[src/rtl/i2c_seq_pkg.sv]
package i2c_seq_pkg;
  localparam int CTL_W     = 4;
  localparam int CTL_RUN   = 0;
  localparam int CTL_START = 1;
  localparam int CTL_STOP  = 2;
  localparam int CTL_ACK   = 3;

  localparam int STAT_W  = 7;
  localparam int SB_BUSY = 0;
  localparam int SB_ERR  = 1;
  localparam int SB_ADR  = 2;
  localparam int SB_DAT  = 3;
  localparam int SB_ARB  = 4;
  localparam int SB_IDLE = 5;
  localparam int SB_BUS  = 6;

  localparam int STEP_N  = 3;   // 0 start, 1 transfer, 2 stop
  localparam int OP_W    = 3;

  typedef enum logic [1:0] {ST_IDLE = 2'd0, ST_TX = 2'd1, ST_RX = 2'd2} mode_e;

  typedef enum logic [OP_W-1:0] {
    OP_START = 3'd0, OP_RSTART = 3'd1, OP_SEND = 3'd2,
    OP_RECV_ACK = 3'd3, OP_RECV_NACK = 3'd4, OP_STOP = 3'd5
  } op_e;

  typedef struct packed {
    logic [STEP_N-1:0] steps;
    op_e               xop;
    logic              send;
    mode_e             fin;
    mode_e             hold;
  } plan_t;
endpackage

[src/rtl/i2c_seq_rst_sync.sv]
module i2c_seq_rst_sync #(
  parameter int STAGES = 2
) (
  input  logic clk,
  input  logic rst_n,
  output logic rst_n_s
);
  logic [STAGES-1:0] sh_q;

  always_ff @(posedge clk or negedge rst_n) begin
    if (!rst_n) sh_q <= '0;
    else        sh_q <= {sh_q[STAGES-2:0], 1'b1};
  end

  assign rst_n_s = sh_q[STAGES-1];
endmodule

[src/rtl/i2c_seq_decode.sv]
module i2c_seq_decode
  import i2c_seq_pkg::*;
(
  input  mode_e             cur,
  input  logic [CTL_W-1:0]  ctl,
  input  logic              rd,
  output logic              legal,
  output plan_t             plan
);
  logic run, sta, sto, ack;
  op_e  rx_op;

  assign run   = ctl[CTL_RUN];
  assign sta   = ctl[CTL_START];
  assign sto   = ctl[CTL_STOP];
  assign ack   = ctl[CTL_ACK];
  assign rx_op = ack ? OP_RECV_ACK : OP_RECV_NACK;

  always_comb begin
    legal      = 1'b0;
    plan.steps = '0;
    plan.xop   = OP_SEND;
    plan.send  = 1'b1;
    plan.fin   = cur;
    plan.hold  = cur;
    if (sta && run) begin
      // start or repeated start: same decode from every mode
      if (!(rd && ack && sto)) begin
        legal      = 1'b1;
        plan.steps = {sto, 1'b1, 1'b1};
        plan.send  = !rd;
        plan.xop   = rd ? rx_op : OP_SEND;
        plan.hold  = rd ? ST_RX : ST_TX;
        plan.fin   = sto ? ST_IDLE : (rd ? ST_RX : ST_TX);
      end
    end else if (cur != ST_IDLE && !sta) begin
      plan.send = (cur == ST_TX);
      plan.xop  = (cur == ST_TX) ? OP_SEND : rx_op;
      unique case ({sto, run})
        2'b01: begin legal = 1'b1; plan.steps = 3'b010; end
        2'b10: begin legal = 1'b1; plan.steps = 3'b100; plan.fin = ST_IDLE; end
        2'b11: begin
          if (!(cur == ST_RX && ack)) begin
            legal = 1'b1; plan.steps = 3'b110; plan.fin = ST_IDLE;
          end
        end
        default: ;
      endcase
    end
  end
endmodule

[src/rtl/i2c_seq_core.sv]
module i2c_seq_core
  import i2c_seq_pkg::*;
(
  input  logic             clk,
  input  logic             rst_n,
  input  logic             ctl_wr,
  input  logic [CTL_W-1:0] ctl,
  input  logic             rd,
  input  logic             eng_done,
  input  logic             eng_nack,
  input  logic             eng_arb,
  output logic             eng_req,
  output op_e              eng_op,
  output logic             busy,
  output logic             go,
  output logic             fin,
  output logic             adr_nack,
  output logic             dat_nack,
  output logic             arb_lost,
  output logic             idle_nxt
);
  mode_e             mode_q, mode_d;
  logic              busy_q, busy_d;
  logic              rst_q, rst_d;
  plan_t             plan_q, plan_d, dec_plan;
  logic [STEP_N-1:0] steps_d;
  logic              legal;

  i2c_seq_decode u_dec (.cur(mode_q), .ctl(ctl), .rd(rd), .legal(legal), .plan(dec_plan));

  always_comb begin
    if (plan_q.steps[0])      eng_op = rst_q ? OP_RSTART : OP_START;
    else if (plan_q.steps[1]) eng_op = plan_q.xop;
    else                      eng_op = OP_STOP;
  end
  assign eng_req = busy_q;
  assign busy    = busy_q;

  always_comb begin
    mode_d = mode_q; busy_d = busy_q; rst_d = rst_q; plan_d = plan_q;
    go = 1'b0; fin = 1'b0; adr_nack = 1'b0; dat_nack = 1'b0; arb_lost = 1'b0;
    steps_d = plan_q.steps & (plan_q.steps - STEP_N'(1));
    if (!busy_q) begin
      if (ctl_wr && legal) begin
        busy_d = 1'b1; plan_d = dec_plan; rst_d = (mode_q != ST_IDLE); go = 1'b1;
      end
    end else if (eng_done) begin
      if (eng_arb) begin
        busy_d = 1'b0; mode_d = ST_IDLE; plan_d.steps = '0; fin = 1'b1; arb_lost = 1'b1;
      end else if (eng_nack && plan_q.steps[0]) begin
        busy_d = 1'b0; mode_d = plan_q.hold; plan_d.steps = '0; fin = 1'b1; adr_nack = 1'b1;
      end else if (eng_nack && plan_q.steps[1:0] == 2'b10 && plan_q.send) begin
        busy_d = 1'b0; mode_d = plan_q.hold; plan_d.steps = '0; fin = 1'b1; dat_nack = 1'b1;
      end else begin
        plan_d.steps = steps_d;
        if (steps_d == '0) begin busy_d = 1'b0; mode_d = plan_q.fin; fin = 1'b1; end
      end
    end
    idle_nxt = (mode_d == ST_IDLE) && !busy_d;
  end

  always_ff @(posedge clk or negedge rst_n) begin
    if (!rst_n) begin
      mode_q <= ST_IDLE; busy_q <= 1'b0; rst_q <= 1'b0; plan_q <= '0;
    end else begin
      mode_q <= mode_d; busy_q <= busy_d; rst_q <= rst_d; plan_q <= plan_d;
    end
  end

  p_op_stable_r6: assert property (@(posedge clk) disable iff (!rst_n)
    eng_req && !eng_done |=> eng_req && $stable(eng_op));
  p_drop_quiet_r5: assert property (@(posedge clk) disable iff (!rst_n)
    !busy_q && ctl_wr && !legal |=> !busy_q && $stable(mode_q));
  p_arb_idle_r10: assert property (@(posedge clk) disable iff (!rst_n)
    busy_q && eng_done && eng_arb |=> !busy_q && mode_q == ST_IDLE);
  p_adr_abort_r8: assert property (@(posedge clk) disable iff (!rst_n)
    busy_q && eng_done && eng_nack && !eng_arb && plan_q.steps[0] |=> !busy_q);
endmodule

[src/rtl/i2c_seq_status.sv]
module i2c_seq_status
  import i2c_seq_pkg::*;
(
  input  logic              clk,
  input  logic              rst_n,
  input  logic              busy,
  input  logic              go,
  input  logic              fin,
  input  logic              adr_nack,
  input  logic              dat_nack,
  input  logic              arb_lost,
  input  logic              idle_nxt,
  input  logic              irq_clr,
  input  logic              bus_start,
  input  logic              bus_stop,
  output logic [STAT_W-1:0] status,
  output logic              irq
);
  logic adr_q, dat_q, arb_q, err_q, idle_q, bb_q, irq_q;
  logic adr_d, dat_d, arb_d, err_d, bb_d, irq_d;

  always_comb begin
    adr_d = adr_q; dat_d = dat_q; arb_d = arb_q; err_d = err_q;
    if (go) begin
      adr_d = 1'b0; dat_d = 1'b0; arb_d = 1'b0; err_d = 1'b0;
    end else if (fin) begin
      adr_d = adr_nack; dat_d = dat_nack; arb_d = arb_lost;
      err_d = adr_nack | dat_nack | arb_lost;
    end
    irq_d = fin ? 1'b1 : (irq_clr ? 1'b0 : irq_q);
    bb_d  = bus_start ? 1'b1 : (bus_stop ? 1'b0 : bb_q);
  end

  always_ff @(posedge clk or negedge rst_n) begin
    if (!rst_n) begin
      adr_q <= 1'b0; dat_q <= 1'b0; arb_q <= 1'b0; err_q <= 1'b0;
      idle_q <= 1'b0; bb_q <= 1'b0; irq_q <= 1'b0;
    end else begin
      adr_q <= adr_d; dat_q <= dat_d; arb_q <= arb_d; err_q <= err_d;
      idle_q <= idle_nxt; bb_q <= bb_d; irq_q <= irq_d;
    end
  end

  always_comb begin
    status          = '0;
    status[SB_BUSY] = busy;
    status[SB_ERR]  = err_q;
    status[SB_ADR]  = adr_q;
    status[SB_DAT]  = dat_q;
    status[SB_ARB]  = arb_q;
    status[SB_IDLE] = idle_q;
    status[SB_BUS]  = bb_q;
  end
  assign irq = irq_q;

  p_irq_sticky_r11: assert property (@(posedge clk) disable iff (!rst_n)
    irq_q && !irq_clr |=> irq_q);
  p_irq_on_fin_r11: assert property (@(posedge clk) disable iff (!rst_n)
    fin |=> irq_q);
  p_err_cause_r9: assert property (@(posedge clk) disable iff (!rst_n)
    err_q |-> (adr_q | dat_q | arb_q));
  p_busbsy_set_r12: assert property (@(posedge clk) disable iff (!rst_n)
    bus_start |=> bb_q);
endmodule

[src/rtl/i2c_cmd_seq.sv]
module i2c_cmd_seq
  import i2c_seq_pkg::*;
(
  input  logic              clk,
  input  logic              rst_n,
  input  logic              ctl_wr,
  input  logic [CTL_W-1:0]  ctl_word,
  input  logic              rd_sel,
  input  logic              irq_clr,
  output logic              eng_req,
  output logic [OP_W-1:0]   eng_op,
  input  logic              eng_done,
  input  logic              eng_nack,
  input  logic              eng_arb_lost,
  input  logic              bus_start_seen,
  input  logic              bus_stop_seen,
  output logic [STAT_W-1:0] status,
  output logic              irq
);
  logic rst_n_s, busy, go, fin, adr_nack, dat_nack, arb_lost, idle_nxt;
  op_e  op;

  i2c_seq_rst_sync #(.STAGES(2)) u_rst (.clk(clk), .rst_n(rst_n), .rst_n_s(rst_n_s));

  i2c_seq_core u_core (
    .clk(clk), .rst_n(rst_n_s), .ctl_wr(ctl_wr), .ctl(ctl_word), .rd(rd_sel),
    .eng_done(eng_done), .eng_nack(eng_nack), .eng_arb(eng_arb_lost),
    .eng_req(eng_req), .eng_op(op), .busy(busy), .go(go), .fin(fin),
    .adr_nack(adr_nack), .dat_nack(dat_nack), .arb_lost(arb_lost), .idle_nxt(idle_nxt)
  );

  i2c_seq_status u_stat (
    .clk(clk), .rst_n(rst_n_s), .busy(busy), .go(go), .fin(fin),
    .adr_nack(adr_nack), .dat_nack(dat_nack), .arb_lost(arb_lost), .idle_nxt(idle_nxt),
    .irq_clr(irq_clr), .bus_start(bus_start_seen), .bus_stop(bus_stop_seen),
    .status(status), .irq(irq)
  );

  assign eng_op = op;
endmodule

[config.mk]
export PLATFORM = sky130hd
export DESIGN_NAME = i2c_cmd_seq
export DESIGN_NICKNAME = d
export VERILOG_FILES = /design/src/rtl/i2c_seq_pkg.sv /design/src/rtl/i2c_seq_rst_sync.sv /design/src/rtl/i2c_seq_decode.sv /design/src/rtl/i2c_seq_core.sv /design/src/rtl/i2c_seq_status.sv /design/src/rtl/i2c_cmd_seq.sv
export SDC_FILE = /design/constraint.sdc
export NUM_CORES = 1
export LEC_CHECK = 0
export ABC_CLOCK_PERIOD_IN_PS = 900
export BUFFER_PORTS_ARGS = -buffer_cell sky130_fd_sc_hd__clkbuf_2
export CORE_MARGIN = 2
export CORE_UTILIZATION = 55
export CTS_CLUSTER_SIZE = 14
export DETAILED_ROUTE_END_ITERATION = 8
export GPL_ROUTABILITY_DRIVEN = 0
export PLACE_DENSITY = 0.78
export SYNTH_ARGS = -nofsm -noshare
export SYNTH_HDL_FRONTEND = slang
export SYNTH_SLANG_ARGS = --single-unit
[constraint.sdc]
create_clock -name clk -period 0.9 [get_ports clk]
set_input_delay 0.045 -clock clk [delete_from_list [all_inputs] [get_ports clk]]
set_output_delay 0.045 -clock clk [all_outputs]
set_load 0.02 [all_outputs]
; Word level (Yosys, flattened, before mapping)
; Index checks and enable logic that the tools add are counted.
[word_totals]
reg_bits = 24
inputBits = 14
out_inout_bits = 12
elab_cells = 122
[classes]
n_addsub = 1
eq_ne = 7
mux = 71
bitwise_logic = 4
reduce_logical = 23
[op_table]
columns = op, n
row1 = 2-to-1 mux 1 bit, 43
row2 = 2-to-1 mux 3 bit, 11
row3 = 2-to-1 mux 11 bit, 2
row4 = 2-to-1 mux 2 bit, 10
row5 = 2-to-1 mux 9 bit, 2
row6 = logical AND 1 bit, 10
row7 = nonzero test 2 bit, 5
row8 = one-hot mux 3 bit (3 select lines), 1
row9 = == test 2 bit (second input constant), 4
row10 = == test 2 x 1 -> 1 bit (second input constant), 2
row11 = one-hot mux 2 bit (2 select lines), 1
row12 = AND reduction 2 bit, 2
row13 = bitwise AND 3 bit, 1
row14 = logical NOT 1 bit, 3
row15 = logical NOT 3 bit, 1
row16 = subtractor 3 x 1 -> 3 bit (second input constant), 1
row17 = logical NOT 2 bit, 1
row18 = inequality test 2 bit (second input constant), 1
row19 = bitwise OR 1 bit, 2
row20 = one-hot mux 1 bit (2 select lines), 1
row21 = OR reduction 2 bit, 1
row22 = NOT 1 bit, 1

; Depth between registers and ports, before layout
; Gate-level depths: netlist of the first run.
[depth]
depth_word = 12
depth_mapped = 8
mapped_depth_nobuf = 7

; Hierarchy
; Synthesis of the first run repeated with hierarchy kept, for this count alone.
[unflattened]
cells_unflattened = 162
area_unflattened_um2 = 1450.1
[by_module_without_submodules]
columns = module, n_inst, cells_each, area_each_um2, seq_area_each_um2
row1 = i2c_seq_core, 1, 93, 802.0, 375.4
row2 = i2c_seq_status, 1, 28, 322.8, 175.2
row3 = i2c_seq_decode, 1, 38, 271.5, 0.0
row4 = i2c_seq_rst_sync, 1, 3, 53.8, 50.0

; Least setup slack after synthesis of the first run
; OpenSTA, ideal clock, no wires.
[synth_path]
path_type = register -> register
start = reg u_core.busy_q (netlist: u_core.busy)
end = reg u_core.plan_q[3] (netlist name)
setup_time_ps = 125
arrival_time_ps = 1485
required_time_ps = 775
path_slack_ps = -710
stages_incl_launch_ff = 6
path_buffers = 1
synth_period_minus_slack_ps = 1610
path_cell_list = dfrtp_1 > nor2b_2 > o211ai_1 > o21ai_4 > buf_6 > mux2_2
[synth_via]
elab_chain_len = 2
[synth_rtl]
columns = item, line_no
row1 = from (decl), i2c_seq_core.sv:23  ; logic busy_q, busy_d;
row2 = from (signal assigned), i2c_seq_core.sv:66  ; mode_q <= mode_d; busy_q <= busy_d; rst_q <= rst_d; plan_q <= plan_d;
row3 = NOT 1 bit (no source line), n/a
row4 = AND reduction 2 bit (no source line), n/a
row5 = to (signal assigned), i2c_seq_core.sv:66
row6 = to (decl), i2c_seq_core.sv:25  ; plan_t plan_q, plan_d, dec_plan;
; Every way passes these cells.
; A chain may end at the register's enable or synchronous reset.

; Worst setup path after layout of the first run
[layout_path]
start = reg u_core.busy_q (netlist: u_core.busy)
end = reg u_core.plan_q[2] (netlist name)
; Same word-level chain as after synthesis.

==> impl_metrics.yaml, run 1 <==
status:
  outcome: "finished with violations"
  violations: "negative setup slack"
timing:
  drv_slew: 0
  fin_ws_ns: -0.6627
  fmax_mhz: 639.9
  rsz0062_at_grt: "yes"
  period_minus_slack_ns: 1.563
  finClkSkew_ns: 0.006873
  setup_viol_count_final: 33
  hold_violations: 0
  fin_crit_sh_pct: 173.6
  fin_tns_setup_ns: -14.48
routing:
  ant_nets: 0
  dr.pass1.iters: 4
  wl_per_cell_um: 19.68
  drt-total-wl_mm: 5.019
  route.detailed.drc: 0
  vias: 1572
  viasPerCell: 6.165
  drt_iter0_drc: 82
grt:
  grt_pass1_wl_mm: 6.279
  grt_antenna_before_repair: 0
  grt_max_degree: 23
  grt_pass1_vias: 1461
  overflow: 0
  grt_usage_pct: 29.61
synthesis:
  synth_ff_type: "dfrtp_1"
  ys_warn_count: 0
  netlist-cell-type-count: 45
  syn-cell-area_sq_um: 1431
  ys_seq_area_share_pct: 41.96
  async_flop_share_pct: 100.0
  synth.avg_cell_area_sq_um: 9.417
  synth_top_area_share_pct: 41.96
  syn_inst: 152
  yosys-top-cells-area: "dfrtp_1 42%, buf_4 4.7%, a21oi_1 4.5%"
  synth_edf_count: 0
  synth_seq_cells: 24
  synth_nets: 169
  synth_top_area_cell: "dfrtp_1"
layout:
  nets: 243
  multi_input_area_sq_um: 818.3
  register_area_sq_um: 605.6
  fill_cells: 94
  n_antenna_cell: 0
  area_growth_pct: 56.64
  layout-drive-gt1-share_pct: 52.44
worst_setup_path:
  arrival_ns: 1.81
  crit_path_end_kind: "flop"
  reg2reg_from: "u_core.busy$_DFF_PN0_"
  cp_max_fo: 14
  crit_type: "reg -> reg"
  startpoint: "u_core.busy$_DFF_PN0_"
  cp-start-kind: "flop"
  reg2reg_depth: 7
  r2r_slack_ns: -0.66
  worst_ep_required_time_ns: 1.15
  timing.rr.end: "u_core.plan_q[2]$_DFFE_PN0P_"
place:
  dp_slack_ns: -0.6763
  dp_hpwl_mm: 2.747
  portBuffers: 25
clocking:
  clk_pin_slew_ns: 0.14
  cts.sinks: 24
  clock-root-buffer: "clkbuf_4"
  htree_levels: 1
  max-clock-path-buffers: 2
  cts-buffers-inserted: 3
  clock_latency_ns: 0.33
  cts_tree: "done"
power_and_ir_drop:
  p_leak_nw: 1.062
  powerDensity_nw_per_um2: 2601
  irDropWorstVdd_mv: 2.564
die:
  die_width_um: 55.02
  ios: 26
  initial_utilization_pct: 57.78
  dieArea_sq_um: 3027
  die_h_um: 55.02
  rows: 18
  core-area_sq_um: 2477
job:
  drv_cap: 0
worst_hold_path:
  hold_path.class: "in -> async"
[through the flow]
stage,area [sq um],cells,total power [mW],utilization [%],hold slack (ns)
final,2242,255,5.832,90.51,0.02073
after global routing,2242,255,6.066,90.51,0.03359
after CTS,2051,250,4.986,82.78,0.01704
after floorplan,1466,152,3.194,-,-0.2506
after detailed placement,1812,231,4.016,73.13,-0.1679
after global placement,1812,231,3.920,73.13,-0.1695
[what timing repair did]
| action | in CTS | in global routing |
|---|---|---|
| endpoints found under the setup margin | 32 | 33 |
| resized for setup | 23 | 53 |
| pin swaps | 4 | 12 |
| endpoints found under the hold margin | 4 | 0 |
| setup buffers | 13 | 7 |
| hold buffers | 4 | 0 |
[logic make-up after synthesis]
kind of cell    after synthesis  synth area share [%]
simple gates                 45                 17.66
mux                           1                0.7867
compound gates               54                 25.79
flops                        24                 41.96
other cells                   1                0.2620
fa+ha+maj                     4                 3.409
buf+inv                      23                 10.14
[cell usage in the layout (no fill, tap or decap), types with 4 or more instances in the layout]
master | synthesis | layout
buf_4 | 9 | 42
dfrtp_1 | 24 | 20
buf_6 | 3 | 18
clkbuf_2 | 1 | 13
nor2_1 | 13 | 12
a21oi_1 | 13 | 9
inv_1 | 9 | 8
nand2_1 | 8 | 7
o21ai_1 | 1 | 5
o211ai_1 | 5 | 5
a21o_1 | 4 | 4
o21ai_2 | 0 | 4
nor2b_4 | 1 | 4
o21ai_0 | 12 | 4
dlygate4sd3_1 | 0 | 4
buf_8 | 0 | 4
dfrtp_2 | 0 | 4
[layer usage]
metal	wire, um	GRT usage (%)	up-vias
met4	227	17.07	0
met2	2600	54.96	101
met1	1871	32.08	756
met3	319	3.495	30
met5	0	0	-
li1	-	-	685
[sequential cells by signal (all words and copies together), names as in the netlist]
register / cells
u_stat.adr_q: 1
u_rst.sh_q: 2
u_stat.dat_q: 1
u_core.rst_q: 1
u_stat.idle_q: 1
u_core.plan_q: 11
u_stat.bb_q: 1
u_core.mode_q: 2
u_core.busy: 1
u_stat.err_q: 1
u_stat.arb_q: 1
u_stat.irq: 1
[where the power goes]
part | internal [mW] | leakage [nW] | switching, mW | total [mW]
Sequential | 1.44 | 0.291 | 0.439 | 1.88
Combinational | 1.82 | 0.756 | 1.60 | 3.42
Clock | 0.174 | 0.0150 | 0.351 | 0.525
Total | 3.44 | 1.06 | 2.39 | 5.83
[worst max path at each step]
stage	end	slack, ns	cells after the start
after floorplan	u_core.plan_q[3]$_DFFE_PN0P_	-0.61	5
after global placement	u_core.plan_q[7]$_DFFE_PN0P_	-0.57	9
after detailed placement	u_stat.idle_q$_DFF_PN0_	-0.68	6
after CTS	u_core.plan_q[6]$_DFFE_PN0P_	-0.59	6
after global routing	u_core.plan_q[2]$_DFFE_PN0P_	-0.74	7
final	u_core.plan_q[2]$_DFFE_PN0P_	-0.66	7
[critical path, stage by stage (launching register included)]
cell	delay [ns]
dfrtp_2	0.46
nor2b_4	0.13
o211ai_1	0.16
o21ai_4	0.25
buf_12	0.18
buf_6	0.11
nor2_1	0.03
a21oi_1	0.16
[synthesized netlist by cell type (2+ instances only)]
library cell	number
inv_1	9
o211ai_1	5
o221ai_1	2
a22o_1	3
nand2_1	8
and2_1	4
ha_1	3
buf_4	9
a21o_1	4
o21ai_0	12
buf_6	3
a31oi_1	2
nor2b_1	3
and3_1	3
nor2_1	13
dfrtp_1	24
nand3b_1	2
nand2b_1	3
a21oi_1	13
o21a_1	2
[cell type report]
type                       count  area share, %
multi-input combinational    105          36.50
timing repair buffer          83          31.98
sequential                    24          27.01
inverter                       9          1.674
tap                           30          1.674
clock buffer                   4          1.172
(Power assumes the default switching activity.)
==> run 2, diff against run 1 <==
--- a/config.mk
+++ b/config.mk
@@ -5,14 +5,15 @@
 export SDC_FILE = /design/constraint.sdc
 export NUM_CORES = 1
 export LEC_CHECK = 0
+export ABC_AREA = 1
 export ABC_CLOCK_PERIOD_IN_PS = 900
 export BUFFER_PORTS_ARGS = -buffer_cell sky130_fd_sc_hd__clkbuf_2
 export CORE_MARGIN = 2
-export CORE_UTILIZATION = 55
+export CORE_UTILIZATION = 54
 export CTS_CLUSTER_SIZE = 14
 export DETAILED_ROUTE_END_ITERATION = 8
 export GPL_ROUTABILITY_DRIVEN = 0
-export PLACE_DENSITY = 0.78
+export PLACE_DENSITY = 0.77
 export SYNTH_ARGS = -nofsm -noshare
 export SYNTH_HDL_FRONTEND = slang
 export SYNTH_SLANG_ARGS = --single-unit
==> run 2 against run 1 <==
  * The flow now stops in 5_1_grt
  * Synthesized area down 2.2%
  * Synthesized cell count up 22%
==> impl_metrics.yaml, run 2 <==
status:
  outcome: "stopped before the end"
  lastStage: "5_1_grt"
  error_line: "[ERROR GRT-0232] Routing congestion too high. Check the congestion heatmap in the GUI."
clocking:
  htree_levels: 1
  max-clock-path-buffers: 2
  clock-root-buffer: "clkbuf_4"
  cts-buffers-inserted: 3
  cts.sinks: 24
synthesis:
  synth_ff_type: "dfrtp_1"
  synth_top_area_cell: "dfrtp_1"
  ys_seq_area_share_pct: 42.90
  netlist-cell-type-count: 29
  yosys-top-cells-area: "dfrtp_1 43%, nand2_1 14%, inv_1 6.7%"
  synth_nets: 203
  synth_seq_cells: 24
  syn-cell-area_sq_um: 1400
  synth_common_cells: "52 x nand2_1, 25 x inv_1, 24 x dfrtp_1, 13 x nand3_1, 11 x nor2_1"
  syn_inst: 186
  synth_top_area_share_pct: 42.90
  ys_warn_count: 0
  async_flop_share_pct: 100.0
  synth.most_common_cell: "nand2_1"
  synth_edf_count: 0
  synth.avg_cell_area_sq_um: 7.527
die:
  ios: 26
  die_width_um: 54.92
  initial_utilization_pct: 56.52
  die_h_um: 54.92
  rows: 18
place:
  portBuffers: 25
  dp_hpwl_mm: 2.872
grt:
  overflow: 29
  grt_usage_pct: 68.29
  grt_max_degree: 23
timing:
  worstEndpointType: "primary output"
  worst_endpoint: "eng_op[0]"
-- run 2: cell count changes after synthesis, moves of 6 or more --
cell	before	now
nand2_1	8	52
inv_1	9	25
nand3_1	0	13
a21oi_1	13	5
o21ai_0	12	6
o21ai_1	1	7
-- run 2: cell families after synthesis --
kind of cell / after synthesis / share of synthesized area (%)
simple gates: 93 / 29.76
buf+inv: 37 / 12.33
compound gates: 28 / 12.06
flops: 24 / 42.90
fa+ha+maj: 3 / 2.681
other cells: 1 / 0.2678
-- run 2: metal layers --
layer,GRT overflow,track usage [%]
met2,13,88.10
met5,0,2.083
met3,1,49.19
met4,15,78.86
met1,0,64.31
-- run 2: through the flow --
step	worst slack (ns)	instances	hold slack, ns	area [sq um]
2_1_floorplan	-0.3655	186	-0.2506	1413
3_3_place_gp	-0.4472	270	-0.1699	1802
3_5_place_dp	-0.5103	270	-0.1677	1802
4_1_cts	-0.4909	290	0.009994	2110
-- run 2: timing repair --
item	CTS
pin swaps	8
hold buffers	4
buffers inserted	12
cloned	0
hold endpoints to repair	4
gates resized for setup	35
setup endpoints to repair	33
==> run 3, diff against run 2 <==
--- a/config.mk
+++ b/config.mk
@@ -8,12 +8,11 @@
 export ABC_AREA = 1
 export ABC_CLOCK_PERIOD_IN_PS = 900
 export BUFFER_PORTS_ARGS = -buffer_cell sky130_fd_sc_hd__clkbuf_2
-export CORE_MARGIN = 2
-export CORE_UTILIZATION = 54
-export CTS_CLUSTER_SIZE = 14
+export CORE_AREA = 2 2 63 65
 export DETAILED_ROUTE_END_ITERATION = 8
+export DIE_AREA = 0 0 65 67
 export GPL_ROUTABILITY_DRIVEN = 0
-export PLACE_DENSITY = 0.77
+export PLACE_DENSITY_LB_ADDON = 0.15
 export SYNTH_ARGS = -nofsm -noshare
 export SYNTH_HDL_FRONTEND = slang
 export SYNTH_SLANG_ARGS = --single-unit
==> run 3 against run 2 <==
  * The flow now finishes, with violations (negative setup slack)
  * Synthesized cell count stayed put
  * Synthesized area stayed put
==> impl_metrics.yaml, run 3 <==
grt:
  grt_usage_pct: 18.98
  grt_pass1_wl_mm: 6.389
  grt_antenna_before_repair: 0
  grt_max_degree: 23
  overflow: 0
  grt_pass1_vias: 1513
clocking:
  clock_latency_ns: 0.27
  cts.sinks: 24
  clock-root-buffer: "clkbuf_8"
  cts-buffers-inserted: 3
  cts_tree: "done"
  max-clock-path-buffers: 2
  htree_levels: 1
  clk_pin_slew_ns: 0.09
die:
  dieArea_sq_um: 4355
  core-area_sq_um: 3606
  die_width_um: 65
  die_h_um: 67
  rows: 22
  initial_utilization_pct: 38.83
  ios: 26
power_and_ir_drop:
  powerDensity_nw_per_um2: 2389
  irDropWorstVdd_mv: 0.8009
  p_leak_nw: 1.177
synthesis:
  synth_xor_area_share_pct: 0
  synth_top_family_by_area: "simple AND/OR/NAND/NOR gates"
  synth_compound_area_share_pct: 12.06
  syn_inst: 186
  synth_nets: 203
  synthSimpleGateAreaFrac_pct: 29.76
  synthMuxAreaShare_pct: 0
  synth.most_common_cell: "nand2_1"
  ys_warn_count: 0
  synth_top_area_cell: "dfrtp_1"
  async_flop_share_pct: 100.0
  ys_seq_area_share_pct: 42.90
  synth_fa_ha_area_share_pct: 2.681
  syn-cell-area_sq_um: 1400
  yosys-top-cells-area: "dfrtp_1 43%, nand2_1 14%, inv_1 6.7%"
  synth_seq_cells: 24
  synth.avg_cell_area_sq_um: 7.527
  synth_top_area_share_pct: 42.90
  synth_ff_type: "dfrtp_1"
  synth_common_cells: "52 x nand2_1, 25 x inv_1, 24 x dfrtp_1, 13 x nand3_1, 11 x nor2_1"
  synth_edf_count: 0
  netlist-cell-type-count: 29
worst_hold_path:
  hold_path.class: "in -> async"
routing:
  wl_per_cell_um: 12.67
  route.detailed.drc: 0
  dr.pass1.iters: 4
  ant_nets: 0
  drt_iter0_drc: 51
  drt-total-wl_mm: 3.916
  viasPerCell: 4.722
  vias: 1459
worst_setup_path:
  worst_ep_required_time_ns: 1.05
  critPathMaxStageDelay_ns: 0.43
  crit_buf_inv: 1
  crit_type: "reg -> reg"
  cp_top_family: "simple AND/OR/NAND/NOR gates"
  cp_max_fo: 7
  crit_path_end_kind: "flop"
  cp-start-kind: "flop"
  crit_path_frequent_cell: "nand2_2"
  crit_cells: 9
  reg2reg_depth: 9
  crit_chain: "nand2_2 > o21ai_4 > nand2_2 > nand2_4 > nand2_8 > nor2_4 > inv_2 > nand2_2 > nand3_2"
  arrival_ns: 1.59
  crit_path_top_delay_cell: "dfrtp_1"
timing:
  fmax_mhz: 695.6
  finClkSkew_ns: 0.009227
  fin_ws_ns: -0.5375
  period_minus_slack_ns: 1.438
  drv_slew: 0
  fin_crit_sh_pct: 159.7
  hold_violations: 0
  rsz0062_at_grt: "yes"
  setup_viol_count_final: 26
layout:
  max_flop_register: "u_core.plan_q"
  n_antenna_cell: 0
  fill_cells: 325
  register_area_sq_um: 604.3
  fin_util_pct: 61.55
  area_growth_pct: 58.53
  nets: 279
  largest_register_ffs: 11
  final_cell_mix: "41 x buf_4, 40 x nand2_1, 21 x inv_1, 21 x dfrtp_1, 20 x clkbuf_2"
  layout-drive-gt1-share_pct: 48.28
  top_regs: "u_core.plan_q x11, u_core.mode_q x2, u_rst.sh_q x2"
  final_common_cell: "buf_4"
  multi_input_area_sq_um: 787.0
place:
  dp_slack_ns: -0.5189
  portBuffers: 25
  dp_hpwl_mm: 2.685
status:
  violations: "negative setup slack"
  outcome: "finished with violations"
job:
  drv_cap: 0
## run 3: cell counts after synthesis
No cell type changed its count.
## run 3: cell type report
class	instances	share of cell area, %
Sequential cell	24	27.23
Clock buffer	4	2.029
Tap cell	48	2.706
Multi-Input combinational cell	126	35.46
Inverter	29	5.355
Timing Repair Buffer	78	27.23
## run 3: what timing repair did
item                                    CTS  global route
pin swaps                                 1            10
endpoints found under the setup margin   26            26
hold buffers                              4             0
setup buffers                             3             9
resized for setup                        21            46
endpoints found under the hold margin     4             0
gates cloned                              1             0
## run 3: final timing paths
kind	from	endpoint	slack, ns
hold / removal	rst_n	u_rst.sh_q[1]$_DFF_PN0_	0.09
min in group clk	eng_arb_lost	u_core.mode_q[0]$_DFF_PN0_	0.14
setup reg to reg	u_core.mode_q[1]$_DFF_PN0_	u_core.plan_q[9]$_DFFE_PN0P_	-0.54
setup / recovery	u_core.mode_q[1]$_DFF_PN0_	u_core.plan_q[9]$_DFFE_PN0P_	-0.54
max in group asynchronous	u_rst.sh_q[1]$_DFF_PN0_	u_core.plan_q[8]$_DFFE_PN0P_	0.45
hold reg to reg	u_rst.sh_q[1]$_DFF_PN0_	u_core.mode_q[0]$_DFF_PN0_	0.21
## run 3: per-stage QoR
stage	TNS, ns	hold slack [ns]	instances	area (sq um)	power [mW]
after floorplan	-6.188	-0.2506	186	1413	3.056
after global placement	-8.150	-0.1692	290	1827	3.840
after detailed placement	-8.799	-0.1668	290	1827	3.867
after CTS	-10.07	0.09646	302	2026	4.793
after global routing	-12.92	0.1082	309	2220	5.695
final	-10.84	0.09324	309	2220	5.303
## run 3: layer usage
metal	global-route usage [%]	up-vias	share of wire, %
met5	0	-	0
met4	6.915	0	1.0
met3	2.027	4	2.7
met2	37.24	27	55
met1	20.84	694	41
li1	-	734	-
## run 3: logic make-up (layout without fill, tap and decap cells)
group           count (synthesis)  after routing
simple gates                   93             94
fa+ha+maj                       3              3
buf+inv                        37            111
other cells                     1              1
flops                          24             24
compound gates                 28             28
## run 3: report_power, final
group          internal (mW)  total, mW  leakage [nW]  switching (mW)
clock network          0.316      0.647        0.0228           0.331
logic                   1.38       2.90         0.855            1.52
registers               1.46       1.75         0.300           0.293
## run 3: worst reg2reg max path: stages (launching register included)
cell,delay (ns)
dfrtp_1,0.43
nand2_2,0.11
o21ai_4,0.19
nand2_2,0.09
nand2_4,0.09
nand2_8,0.08
nor2_4,0.14
inv_2,0.07
nand2_2,0.07
nand3_2,0.06
==> run 4, diff against run 3 <==
--- a/config.mk
+++ b/config.mk
@@ -8,11 +8,12 @@
 export ABC_AREA = 1
 export ABC_CLOCK_PERIOD_IN_PS = 900
 export BUFFER_PORTS_ARGS = -buffer_cell sky130_fd_sc_hd__clkbuf_2
-export CORE_AREA = 2 2 63 65
+export CORE_MARGIN = 2
+export CORE_UTILIZATION = 40
 export DETAILED_ROUTE_END_ITERATION = 8
-export DIE_AREA = 0 0 65 67
 export GPL_ROUTABILITY_DRIVEN = 0
 export PLACE_DENSITY_LB_ADDON = 0.15
 export SYNTH_ARGS = -nofsm -noshare
 export SYNTH_HDL_FRONTEND = slang
+export SYNTH_HIERARCHICAL = 1
 export SYNTH_SLANG_ARGS = --single-unit
==> run 4 against run 3 <==
  * Sequential share of layout area shrank 3.4 points
  * Highest routed layer unchanged
  * Setup slack lost 0.057 ns
  * Total power grew 7.6%
  * Combinational power grew 15%
  * Synthesized area grew 9.0%
  * The flow still finishes with violations (negative setup slack)
==> impl_metrics.yaml, run 4 <==
layout:
  n_antenna_cell: 0
  top_regs: "u_core/plan_q x11, u_core/mode_q x2, u_rst/sh_q x2"
  largest_register_ffs: 11
  layout-drive-gt1-share_pct: 54.30
  fill_cells: 308
  max_flop_register: "u_core/plan_q"
  final_cell_mix: "57 x nand2_1, 49 x buf_4, 21 x dfrtp_1"
  nets: 320
  area_growth_pct: 65.98
  final_area_sq_um: 2534
  final_common_cell: "nand2_1"
synthesis:
  yosys-top-cells-area: "dfrtp_1 39%, nand2_1 17%, inv_1 6.9%"
  synth_top_area_cell: "dfrtp_1"
  ys_warn_count: 6
  netlist-cell-type-count: 27
  synth.most_common_cell: "nand2_1"
  synth_ff_type: "dfrtp_1"
  synth_common_cells: "71 x nand2_1, 28 x inv_1, 24 x dfrtp_1, 16 x nor2_1, 10 x nand3_1"
  syn_inst: 215
  synth.avg_cell_area_sq_um: 7.100
  synth_top_area_share_pct: 39.34
  synth_edf_count: 0
  synth_seq_cells: 24
  syn-cell-area_sq_um: 1526
  synth_nets: 232
  ys_seq_area_share_pct: 39.34
  async_flop_share_pct: 100.0
place:
  portBuffers: 25
  dp_slack_ns: -0.6277
  dp_hpwl_mm: 2.742
  place_area_sq_um: 2032
routing:
  ant_nets: 0
  route.detailed.drc: 0
  drt_iter0_drc: 64
  vias: 1604
  viasPerCell: 4.583
  dr.pass1.iters: 4
  drt-total-wl_mm: 4.112
  wl_per_cell_um: 11.75
clocking:
  cts_tree: "done"
  clock_latency_ns: 0.26
  htree_levels: 1
  clock-root-buffer: "clkbuf_8"
  cts.sinks: 24
  cts-buffers-inserted: 3
  max-clock-path-buffers: 2
  clk_pin_slew_ns: 0.09
worst_setup_path:
  crit_path_end_kind: "flop"
  crit_path_top_delay_cell: "dfrtp_2"
  crit_chain: "inv_2 > nand2_2 > nand2_2 > nor2_2 > o21ai_2 > nand2_1 > nand2_2 > nor2_4 > nor2_1 > buf_4 > nand2_1 > o311ai_1"
  r2r_slack_ns: -0.59
  arrival_ns: 1.64
  worst_ep_required_time_ns: 1.04
  reg2reg_depth: 12
  critPathMaxStageDelay_ns: 0.40
  cp-start-kind: "flop"
  crit_type: "reg -> reg"
  cp_max_fo: 4
  crit_path_frequent_cell: "nand2_2"
die:
  rows: 22
  die_width_um: 65.78
  die_h_um: 65.78
  core-area_sq_um: 3661
  dieArea_sq_um: 4326
  initial_utilization_pct: 41.70
  ios: 26
power_and_ir_drop:
  powerDensity_nw_per_um2: 2252
  irDropWorstVdd_mv: 1.064
  p_leak_nw: 1.385
grt:
  grt_pass1_wl_mm: 6.741
  grt_usage_pct: 20.29
  overflow: 0
  grt_pass1_vias: 1555
  grt_max_degree: 23
  grt_antenna_before_repair: 0
timing:
  period_minus_slack_ns: 1.495
  fin_ws_ns: -0.5945
  rsz0062_at_grt: "yes"
  drv_slew: 0
  setup_viol_count_final: 26
  fin_crit_sh_pct: 166.1
  hold_violations: 0
  fmax_mhz: 669.1
  finClkSkew_ns: 0.003579
job:
  drv_cap: 0
status:
  violations: "negative setup slack"
  outcome: "finished with violations"
worst_hold_path:
  hold_path.class: "in -> async"
## run 4: changes by cell type in the layout (fill, tap and decap cells not counted), moves of 3 or more
cell and delta:
buf_4 +8, nor3_1 -4, nand2_4 +6, nor2_1 +3
nor2_4 +4, nand2_1 +17, nor2_2 +3, inv_2 +5
buf_6 +4
## run 4: per-stage QoR
stage	power [mW]	TNS, ns	util (%)	hold WS [ns]	std cells
after floorplan	3.099	-9.881	-	-0.2506	215
after global placement	3.870	-11.49	55.50	-0.1692	323
after detailed placement	3.896	-11.67	55.50	-0.1646	323
after CTS	5.223	-12.12	64.56	0.09168	340
after global routing	6.089	-15.37	69.21	0.1032	350
final	5.705	-13.06	69.21	0.09216	350
## run 4: area by class of cell
| type | instances | area, sq um | area share [%] |
|---|---|---|---|
| clock buffers | 4 | 55.05 | 2.173 |
| inverters | 34 | 136.4 | 5.383 |
| multi-input cells | 147 | 918.4 | 36.25 |
| flip-flops and latches | 24 | 604.3 | 23.85 |
| well taps | 48 | 60.06 | 2.370 |
| repair buffers | 93 | 759.5 | 29.98 |
## run 4: routing by layer
metal / wire, um / track usage (%) / up-vias
met5: 0 / 0 / -
met4: 97 / 9.896 / 0
met3: 105 / 1.704 / 8
met2: 2133 / 34.72 / 32
met1: 1775 / 25.62 / 737
li1: - / - / 827
## run 4: kinds of logic (layout without fill, tap and decap cells)
kind of cell / after synthesis / in the layout / share of synthesized area (%)
flip-flops: 24 / 24 / 39.34
adder cells (fa/ha/maj): 3 / 3 / 2.459
AND/OR/NAND/NOR: 118 / 118 / 34.18
buffers and inverters: 44 / 131 / 13.77
other: 1 / 1 / 0.2457
AO/OA/AOI/OAI: 25 / 25 / 10.00
## run 4: worst max-delay path, delay by kind of cell, from the launching register on
kind / cells / cell delay [ns]
AO/OA/AOI/OAI: 2 / 0.14
buffers and inverters: 2 / 0.19
flip-flops: 1 / 0.40
AND/OR/NAND/NOR: 8 / 0.64
## run 4: report_power, final
| group | leakage (nW) | switching, mW | internal, mW |
|---|---|---|---|
| sequential | 0.303 | 0.224 | 1.41 |
| clock | 0.0288 | 0.344 | 0.390 |
| combinational | 1.05 | 1.70 | 1.63 |
## run 4: what timing repair did
| action | CTS | global route |
|---|---|---|
| gates resized for setup | 48 | 37 |
| buffers inserted | 9 | 11 |
| endpoints found under the hold margin | 4 | 0 |
| setup endpoints to repair | 26 | 26 |
| pin swaps | 16 | 10 |
| hold buffers | 4 | 0 |
## run 4: path summary, 6_finish.rpt
kind / startpoint / to
hold reg to reg: u_rst/sh_q[1]$_DFF_PN0_ / u_core/plan_q[3]$_DFFE_PN0P_
hold / removal: rst_n / u_rst/sh_q[1]$_DFF_PN0_
min in group clk: rd_sel / u_core/plan_q[4]$_DFFE_PN0P_
setup / recovery: u_core/mode_q[1]$_DFF_PN0_ / u_core/plan_q[10]$_DFFE_PN0P_
max in group asynchronous: u_rst/sh_q[1]$_DFF_PN0_ / u_core/mode_q[1]$_DFF_PN0_
setup reg to reg: u_core/mode_q[1]$_DFF_PN0_ / u_core/plan_q[10]$_DFFE_PN0P_
